File: src/rtl/mfm_pkg.sv
package mfm_pkg;
  typedef enum logic [1:0] {
    FK_NONE = 2'd0,
    FK_ID   = 2'd1,
    FK_DATA = 2'd2
  } field_kind_t;

  localparam logic [15:0] SYNC_WORD = 16'h4489;
  localparam logic [7:0]  SYNC_BYTE = 8'hA1;
  localparam logic [7:0]  MK_ID     = 8'hFE;
  localparam logic [7:0]  MK_DATA   = 8'hFB;
  localparam logic [7:0]  MK_DEL    = 8'hF8;
  localparam logic [15:0] CRC_POLY  = 16'h1021;
  localparam logic [15:0] CRC_PRE   = 16'hFFFF;

  function automatic logic [15:0] crc_step(input logic [15:0] c, input logic [7:0] d);
    logic [15:0] x;
    logic fb;
    x = c;
    for (int i = 7; i >= 0; i--) begin
      fb = x[15] ^ d[i];
      x  = {x[14:0], 1'b0};
      if (fb) x = x ^ CRC_POLY;
    end
    return x;
  endfunction

  localparam logic [15:0] CRC_SEED =
    crc_step(crc_step(crc_step(CRC_PRE, SYNC_BYTE), SYNC_BYTE), SYNC_BYTE);
endpackage

File: src/rtl/mfm_sync_detect.sv
module mfm_sync_detect
  import mfm_pkg::*;
#(
  parameter int WORD_CELLS = 16
) (
  input  logic       clk,
  input  logic       rst,
  input  logic       cell_vld,
  input  logic       cell_bit,
  output logic       sync_stb,
  output logic       byte_stb,
  output logic [7:0] byte_val
);
  localparam int CW = $clog2(WORD_CELLS);

  logic [WORD_CELLS-1:0] sr;
  logic [WORD_CELLS-1:0] sr_nx;
  logic [CW-1:0]         cnt;
  logic                  locked;
  logic [7:0]            dbits;

  assign sr_nx = {sr[WORD_CELLS-2:0], cell_bit};

  // data cells sit at the even positions of the word
  for (genvar i = 0; i < 8; i++) begin : g_data
    assign dbits[i] = sr_nx[2*i];
  end

  always_ff @(posedge clk) begin
    if (rst) begin
      sr       <= '0;
      cnt      <= '0;
      locked   <= 1'b0;
      sync_stb <= 1'b0;
      byte_stb <= 1'b0;
      byte_val <= '0;
    end else begin
      sync_stb <= 1'b0;
      byte_stb <= 1'b0;
      if (cell_vld) begin
        sr <= sr_nx;
        if (sr_nx == SYNC_WORD) begin
          cnt      <= '0;
          locked   <= 1'b1;
          sync_stb <= 1'b1;
        end else begin
          cnt <= cnt + 1'b1;
          if (locked && cnt == CW'(WORD_CELLS-1)) begin
            byte_stb <= 1'b1;
            byte_val <= dbits;
          end
        end
      end
    end
  end

  // a byte needs a full word of cells after realignment
  p_no_byte_after_sync_r2: assert property (@(posedge clk) disable iff (rst)
    sync_stb |=> !byte_stb);
  p_byte_spacing_r2: assert property (@(posedge clk) disable iff (rst)
    byte_stb |=> !byte_stb);
endmodule

File: src/rtl/mfm_crc16.sv
module mfm_crc16
  import mfm_pkg::*;
(
  input  logic        clk,
  input  logic        rst,
  input  logic        init,
  input  logic        upd,
  input  logic [7:0]  din,
  output logic [15:0] crc_q,
  output logic [15:0] crc_nx
);
  assign crc_nx = crc_step(crc_q, din);

  always_ff @(posedge clk) begin
    if (rst)       crc_q <= CRC_PRE;
    else if (init) crc_q <= CRC_SEED;
    else if (upd)  crc_q <= crc_nx;
  end
endmodule

File: src/rtl/mfm_field_ctrl.sv
module mfm_field_ctrl
  import mfm_pkg::*;
#(
  parameter int MAX_N  = 2,
  parameter int ID_LEN = 4
) (
  input  logic        clk,
  input  logic        rst,
  input  logic        sync_stb,
  input  logic        byte_stb,
  input  logic [7:0]  byte_val,
  input  logic [15:0] crc_nx,
  output logic        crc_init,
  output logic        crc_upd,
  output logic        data_stb,
  output logic [7:0]  data_byte,
  output logic        field_done,
  output field_kind_t field_kind,
  output logic        crc_err,
  output logic        deleted,
  output logic        mark_err,
  output logic [7:0]  id_c,
  output logic [7:0]  id_h,
  output logic [7:0]  id_r,
  output logic [7:0]  id_n
);
  localparam int MAX_LEN = (128 << MAX_N) + 2;
  localparam int LEN_W   = $clog2(MAX_LEN + 1);
  localparam int NW      = (MAX_N < 1) ? 1 : $clog2(MAX_N + 1);

  typedef enum logic [1:0] {ST_HUNT, ST_SYNC, ST_MARK, ST_FIELD} st_t;

  st_t            state;
  logic [1:0]     nsync;
  logic           is_id;
  logic           del_pend;
  logic [LEN_W-1:0] fcnt;
  logic [LEN_W-1:0] flen_last;
  logic [NW-1:0]  ncur;
  logic [7:0]     idbuf [ID_LEN];
  logic           crc_ok;
  logic [NW-1:0]  n_clamp;

  assign crc_init = sync_stb && ((state == ST_SYNC && nsync == 2'd2) || state == ST_MARK);
  assign crc_upd  = byte_stb && (state == ST_MARK || state == ST_FIELD);
  assign crc_ok   = (crc_nx == 16'h0000);
  assign n_clamp  = (idbuf[ID_LEN-1] > 8'(MAX_N)) ? NW'(MAX_N) : NW'(idbuf[ID_LEN-1]);

  always_ff @(posedge clk) begin
    if (rst) begin
      state      <= ST_HUNT;
      nsync      <= '0;
      is_id      <= 1'b0;
      del_pend   <= 1'b0;
      fcnt       <= '0;
      flen_last  <= '0;
      ncur       <= '0;
      data_stb   <= 1'b0;
      data_byte  <= '0;
      field_done <= 1'b0;
      field_kind <= FK_NONE;
      crc_err    <= 1'b0;
      deleted    <= 1'b0;
      mark_err   <= 1'b0;
      id_c       <= '0;
      id_h       <= '0;
      id_r       <= '0;
      id_n       <= '0;
      for (int i = 0; i < ID_LEN; i++) idbuf[i] <= '0;
    end else begin
      data_stb   <= 1'b0;
      field_done <= 1'b0;
      mark_err   <= 1'b0;
      case (state)
        ST_HUNT: if (sync_stb) begin
          nsync <= 2'd1;
          state <= ST_SYNC;
        end
        ST_SYNC: begin
          if (sync_stb) begin
            if (nsync == 2'd2) state <= ST_MARK;
            else nsync <= nsync + 1'b1;
          end else if (byte_stb) begin
            state <= ST_HUNT;
          end
        end
        ST_MARK: if (byte_stb) begin
          fcnt <= '0;
          case (byte_val)
            MK_ID: begin
              is_id     <= 1'b1;
              del_pend  <= 1'b0;
              flen_last <= LEN_W'(ID_LEN + 1);
              state     <= ST_FIELD;
            end
            MK_DATA, MK_DEL: begin
              is_id     <= 1'b0;
              del_pend  <= (byte_val == MK_DEL);
              flen_last <= LEN_W'((128 << ncur) + 1);
              state     <= ST_FIELD;
            end
            default: begin
              mark_err <= 1'b1;
              state    <= ST_HUNT;
            end
          endcase
        end
        ST_FIELD: begin
          if (sync_stb) begin
            nsync <= 2'd1;
            state <= ST_SYNC;
          end else if (byte_stb) begin
            fcnt <= fcnt + 1'b1;
            if (fcnt < flen_last - LEN_W'(1)) begin
              data_stb  <= 1'b1;
              data_byte <= byte_val;
              if (is_id && fcnt < LEN_W'(ID_LEN)) idbuf[fcnt[1:0]] <= byte_val;
            end
            if (fcnt == flen_last) begin
              field_done <= 1'b1;
              field_kind <= is_id ? FK_ID : FK_DATA;
              crc_err    <= !crc_ok;
              deleted    <= del_pend;
              state      <= ST_HUNT;
              if (is_id && crc_ok) begin
                id_c <= idbuf[0];
                id_h <= idbuf[1];
                id_r <= idbuf[2];
                id_n <= idbuf[3];
                ncur <= n_clamp;
              end
            end
          end
        end
        default: state <= ST_HUNT;
      endcase
    end
  end

  p_id_only_good_r6: assert property (@(posedge clk) disable iff (rst)
    !$stable({id_c, id_h, id_r, id_n}) |-> (field_done && !crc_err && field_kind == FK_ID));
  p_mark_err_alone_r5: assert property (@(posedge clk) disable iff (rst)
    mark_err |-> (!field_done && !data_stb));
  p_done_has_kind_r4: assert property (@(posedge clk) disable iff (rst)
    field_done |-> (field_kind != FK_NONE));
  p_strobe_follows_byte_r10: assert property (@(posedge clk) disable iff (rst)
    data_stb |-> $past(byte_stb));
  p_crc_err_at_done_r7: assert property (@(posedge clk) disable iff (rst)
    $rose(crc_err) |-> field_done);
endmodule

File: src/rtl/mfm_mark_reader.sv
module mfm_mark_reader
  import mfm_pkg::*;
#(
  parameter int MAX_N = 2
) (
  input  logic       clk,
  input  logic       rst,
  input  logic       cell_vld,
  input  logic       cell_bit,
  output logic       data_stb,
  output logic [7:0] data_byte,
  output logic       field_done,
  output logic [1:0] field_kind,
  output logic       crc_err,
  output logic       deleted,
  output logic       mark_err,
  output logic [7:0] id_c,
  output logic [7:0] id_h,
  output logic [7:0] id_r,
  output logic [7:0] id_n
);
  logic        sync_stb;
  logic        byte_stb;
  logic [7:0]  byte_val;
  logic        crc_init;
  logic        crc_upd;
  logic [15:0] crc_q;
  logic [15:0] crc_nx;
  field_kind_t kind_q;

  mfm_sync_detect #(.WORD_CELLS(16)) u_det (
    .clk(clk), .rst(rst), .cell_vld(cell_vld), .cell_bit(cell_bit),
    .sync_stb(sync_stb), .byte_stb(byte_stb), .byte_val(byte_val)
  );

  mfm_crc16 u_crc (
    .clk(clk), .rst(rst), .init(crc_init), .upd(crc_upd), .din(byte_val),
    .crc_q(crc_q), .crc_nx(crc_nx)
  );

  mfm_field_ctrl #(.MAX_N(MAX_N), .ID_LEN(4)) u_ctrl (
    .clk(clk), .rst(rst), .sync_stb(sync_stb), .byte_stb(byte_stb),
    .byte_val(byte_val), .crc_nx(crc_nx), .crc_init(crc_init), .crc_upd(crc_upd),
    .data_stb(data_stb), .data_byte(data_byte), .field_done(field_done),
    .field_kind(kind_q), .crc_err(crc_err), .deleted(deleted), .mark_err(mark_err),
    .id_c(id_c), .id_h(id_h), .id_r(id_r), .id_n(id_n)
  );

  assign field_kind = kind_q;

  logic unused_crc;
  assign unused_crc = ^crc_q;
endmodule

File: config.mk
export PLATFORM = sky130hd
export DESIGN_NAME = mfm_mark_reader
export DESIGN_NICKNAME = d
export VERILOG_FILES = /design/src/rtl/mfm_pkg.sv /design/src/rtl/mfm_sync_detect.sv /design/src/rtl/mfm_crc16.sv /design/src/rtl/mfm_field_ctrl.sv /design/src/rtl/mfm_mark_reader.sv
export SDC_FILE = /design/constraint.sdc
export NUM_CORES = 1
export LEC_CHECK = 0
export BUFFER_PORTS_ARGS = -buffer_cell sky130_fd_sc_hd__buf_2
export CORE_ASPECT_RATIO = 1.5
export CORE_UTILIZATION = 30
export CTS_BUF_LIST = sky130_fd_sc_hd__clkbuf_8 sky130_fd_sc_hd__clkbuf_16
export DETAILED_ROUTE_END_ITERATION = 7
export GPL_ROUTABILITY_DRIVEN = 0
export MAX_ROUTING_LAYER = met4
export RECOVER_POWER = 25
export SKIP_CTS_REPAIR_TIMING = 1
export SLEW_MARGIN = 15
export SYNTH_ARGS = -nofsm -noshare
export SYNTH_HDL_FRONTEND = slang
export SYNTH_SLANG_ARGS = --single-unit
File: constraint.sdc
create_clock -name clk -period 4.15 [get_ports clk]
set_input_delay 0.83 -clock clk [delete_from_list [all_inputs] [get_ports clk]]
set_output_delay 0.83 -clock clk [all_outputs]
set_load 0.01 [all_outputs]
==> flow_summary_export.csv <==
group,metric,value,unit
status,outcome,"finished, final reports clean",
logic_synthesis,synth_top_cell_by_area,"dfxtp_1",
cells_and_area,multi_input_area,0.00297,mm^2
cells_and_area,drive_gt1_share,7.03,%
setup_path,critPathRequiredTime,4200,ps
setup_path,slowest_delay,590,ps
grt,overflow,0,
sta,setup_viol,0,
sta,worst_slack,911,ps
sta,setup_tns,0,ps
logic_synthesis,synth-compound-area-share,7.70,%
clocking,numCtsBuffers,17,
die,die_height,182,um
die,die-area,0.0222,mm^2
clocking,clock-root-buffer,"clkbuf_16",
die,ios,51,
sta,clock_skew,15.2,ps
setup_path,worst_ep_arrival_time,3290,ps
setup_path,cp_num_buf_inv,2,
job,maxCapViolCount,0,
logic_synthesis,synth_mux_area_share,10.9,%
cells_and_area,fillCellCount,2124,
die,core_area,0.0211,mm^2
detailed_routing,ant_nets,0,
pwr,ir_drop,0.262,mV
logic_synthesis,synthArstFlopShare,0,%
detailed_routing,viasPerCell,4.78,
detailed_routing,vias,4547,
pwr,leakagePower,3.04,nW
clocking,clkLatencyLatePin,420,ps
pwr,pwr-share-clk,49.9,%
die,start_util,30.7,%
pwr,p_int,2.40,mW
setup_path,endpoint_kind,"flop",
detailed_routing,drcViolationCount,0,
placed_design,pre_cts_ws,885,ps
logic_synthesis,yosysMostFrequentCell,"dfxtp_1",
sta,min_period_over_period,78.0,%
pwr,seq_power_share,48.2,%
detailed_routing,first_iter_violations,161,
grt,grt.total_usage,13.2,%
sta,relSlewSlack,12.6,%
clocking,cts.clk_slew.worst_paths,60,ps
clocking,cts_sinks,147,
placed_design,port_buffers,50,
grt,grt_pass1_vias,4352,
logic_synthesis,ys.flop_type,"dfxtp_1",
cells_and_area,area_delta_synth_final,15.1,%
die,fp-row-count,65,
detailed_routing,totalWireLength,13600,um
detailed_routing,drt_first_pass_iters,4,
grt,grt_max_degree,70,
logic_synthesis,synthXorXnorAreaFrac,5.77,%
pwr,p_comb_share,1.9,%
logic_synthesis,yosys.area_share.adder,3.87,%
grt,antenna_found_initial,0,
logic_synthesis,syn-cell-area,0.00647,mm^2
logic_synthesis,post_synth_inst_count,633,
sta,hold_viol,0,
cells_and_area,regArea,0.00326,mm^2
worst_hold_path,hp-class,"flop to flop",
clocking,cts_tree,"done",
setup_path,path_delay_family,"compound AO/OA/AOI/OAI gates",
sta,worst_slew_pin_slew,1310,ps
logic_synthesis,synth_cell_types,58,
cells_and_area,diodes,0,
logic_synthesis,synth_top_family_by_area,"simple AND/OR/NAND/NOR gates",
sta,fin_crit,3240,ps
setup_path,cpMostUsedCell,"ha_1",
setup_path,crit_slowest_cell,"o21bai_1",
sta,rsz0062_at_grt,"no",
logic_synthesis,yosysTopAreaCellShare,35.6,%
setup_path,start_kind,"flop",
logic_synthesis,synth_simple_gate_area_share,17.7,%
sta,drv_slew,0,
setup_path,path_cells,"inv_1 -> ha_1 -> ha_1 -> ha_1 -> a21o_1 -> a21o_1 -> a211oi_1 -> nand3b_1 -> buf_4 -> o21bai_1",
logic_synthesis,synth_nets,657,
clocking,cts_max_level,4,
detailed_routing,avgRoutedWirePerCell,14.3,um
cells_and_area,nNetsFinal,694,
logic_synthesis,synth_common_cells,"dfxtp_1, nor2_1, mux2i_1",
logic_synthesis,ys_seq_area_share,50.5,%
setup_path,worstSetupPathType,"flop to flop",
sta,clock.fmax,0.309,GHz
pwr,p_switching,0.689,mW
placed_design,dpl.hpwl,9640,um
pwr,switching_share,22.3,%
logic_synthesis,avgSynthCellArea,10.2,um^2
logic_synthesis,yosys_warnings,0,
pwr,powerDensity,415,mW/mm^2
logic_synthesis,synth_enable_flop_cells,32,
grt,grt_pass1_wl,22000,um
logic_synthesis,synth-seq-cells,147,
logic_synthesis,synth_area_leaders,"dfxtp_1, edfxtp_1, mux2i_1, nor2_1, ha_1",
setup_path,path_max_fanout,35,
die,die_x,122,um
clocking,cts.path.max_buffers,2,
## cell usage in the layout, fill, tap and decap left out, types with 2 or more instances in the layout
cell and instances:
nand2_1 27, inv_1 15, inv_8 2, o211ai_1 8, ha_1 20, nor2_1 97, buf_2 3, nor3_1 25
a22oi_1 7, and3_1 5, nor4_1 8, o21bai_1 11, clkbuf_16 17, clkinv_4 3, buf_4 5, inv_6 5
edfxtp_1 32, nand3b_1 5, or3_1 5, nor2b_1 8, a21oi_1 20, clkbuf_1 47, nor4b_1 3, o21ai_0 8
nand4_1 9, nand2b_1 19, a211oi_1 4, a21o_1 3, mux2i_1 69, dfxtp_1 115, xor2_1 16, nand3_1 8
xnor2_1 21, bufinv_16 2, xor2_2 2
## worst reg2reg max path, cell delays in order (launching register included)
cell and delay [ps]:
dfxtp_1 420, inv_1 110, ha_1 210, ha_1 280
ha_1 290, a21o_1 160, a21o_1 170, a211oi_1 290
nand3b_1 110, buf_4 240, o21bai_1 600
## logic make-up (layout without fill, tap and decap cells)
kind of cell / after synthesis / in the layout
AO/OA/AOI/OAI: 74 / 74
XOR/XNOR: 40 / 40
AND/OR/NAND/NOR: 231 / 231
adder cells (fa/ha/maj): 20 / 20
flip-flops: 147 / 147
buffers and inverters: 51 / 101
multiplexers: 70 / 70
## power groups by stage
stage | clock network [mW] | logic (mW) | registers [mW]
after floorplan | 0 | 0.0482 | 1.52
after global placement | 0 | 0.0596 | 1.52
after detailed placement | 0 | 0.0597 | 1.52
after CTS | 1.58 | 0.0599 | 1.49
after global routing | 1.64 | 0.0656 | 1.49
final | 1.54 | 0.0590 | 1.49
## worst paths after layout
path / start / end / slack [ps] / depth (start not counted)
min reg2reg: u_det.locked / u_det.locked / 460 / 2
min: u_det.locked / u_det.locked / 460 / 2
max: u_ctrl.flen_last[2] / u_ctrl.idbuf[0][0] / 910 / 10
max reg2reg: u_ctrl.flen_last[2] / u_ctrl.idbuf[0][0] / 910 / 10
## area by class of cell
type                       count  area share, %
clock inverter                15           2.25
tap                          268           4.50
sequential                   147           43.8
clock buffer                  17           5.72
timing repair buffer          55           3.08
multi-input combinational    435           39.9
inverter                      14          0.706
## flip-flops by register name, summed over array words and instances (netlist names), 2 cells and up
signal / count
u_ctrl.nsync: 2
u_det.byte_val: 8
u_det.cnt: 4
u_det.sr: 15
id_h: 8
u_ctrl.fcnt: 10
id_c: 8
u_crc.crc_q: 16
u_ctrl.data_byte: 8
u_ctrl.ncur: 2
u_ctrl.idbuf: 32
id_r: 8
u_ctrl.field_kind: 2
u_ctrl.flen_last: 5
u_ctrl.state: 2
id_n: 8
## layer usage
layer	track usage, %	part of all wire, %	vias to the layer above
li1	-	-	2291
met1	14.5	42	2171
met2	23.4	54	70
met3	1.85	2.3	15
met4	5.48	1.5	0
met5	-	0	-
## metrics by stage
stage | area, um^2 | hold slack (ps) | utilization [%] | power, mW | instances
floorplan | 6470 | 426 | - | 1.57 | 633
global placement | 6920 | 439 | 32.8 | 1.58 | 919
detailed placement | 6920 | 449 | 32.8 | 1.58 | 919
CTS | 7510 | 460 | 35.6 | 3.13 | 951
global route | 7440 | 480 | 35.3 | 3.19 | 951
finish | 7440 | 457 | 35.3 | 3.09 | 951
No activity file was read; power rests on OpenSTA's default activity.
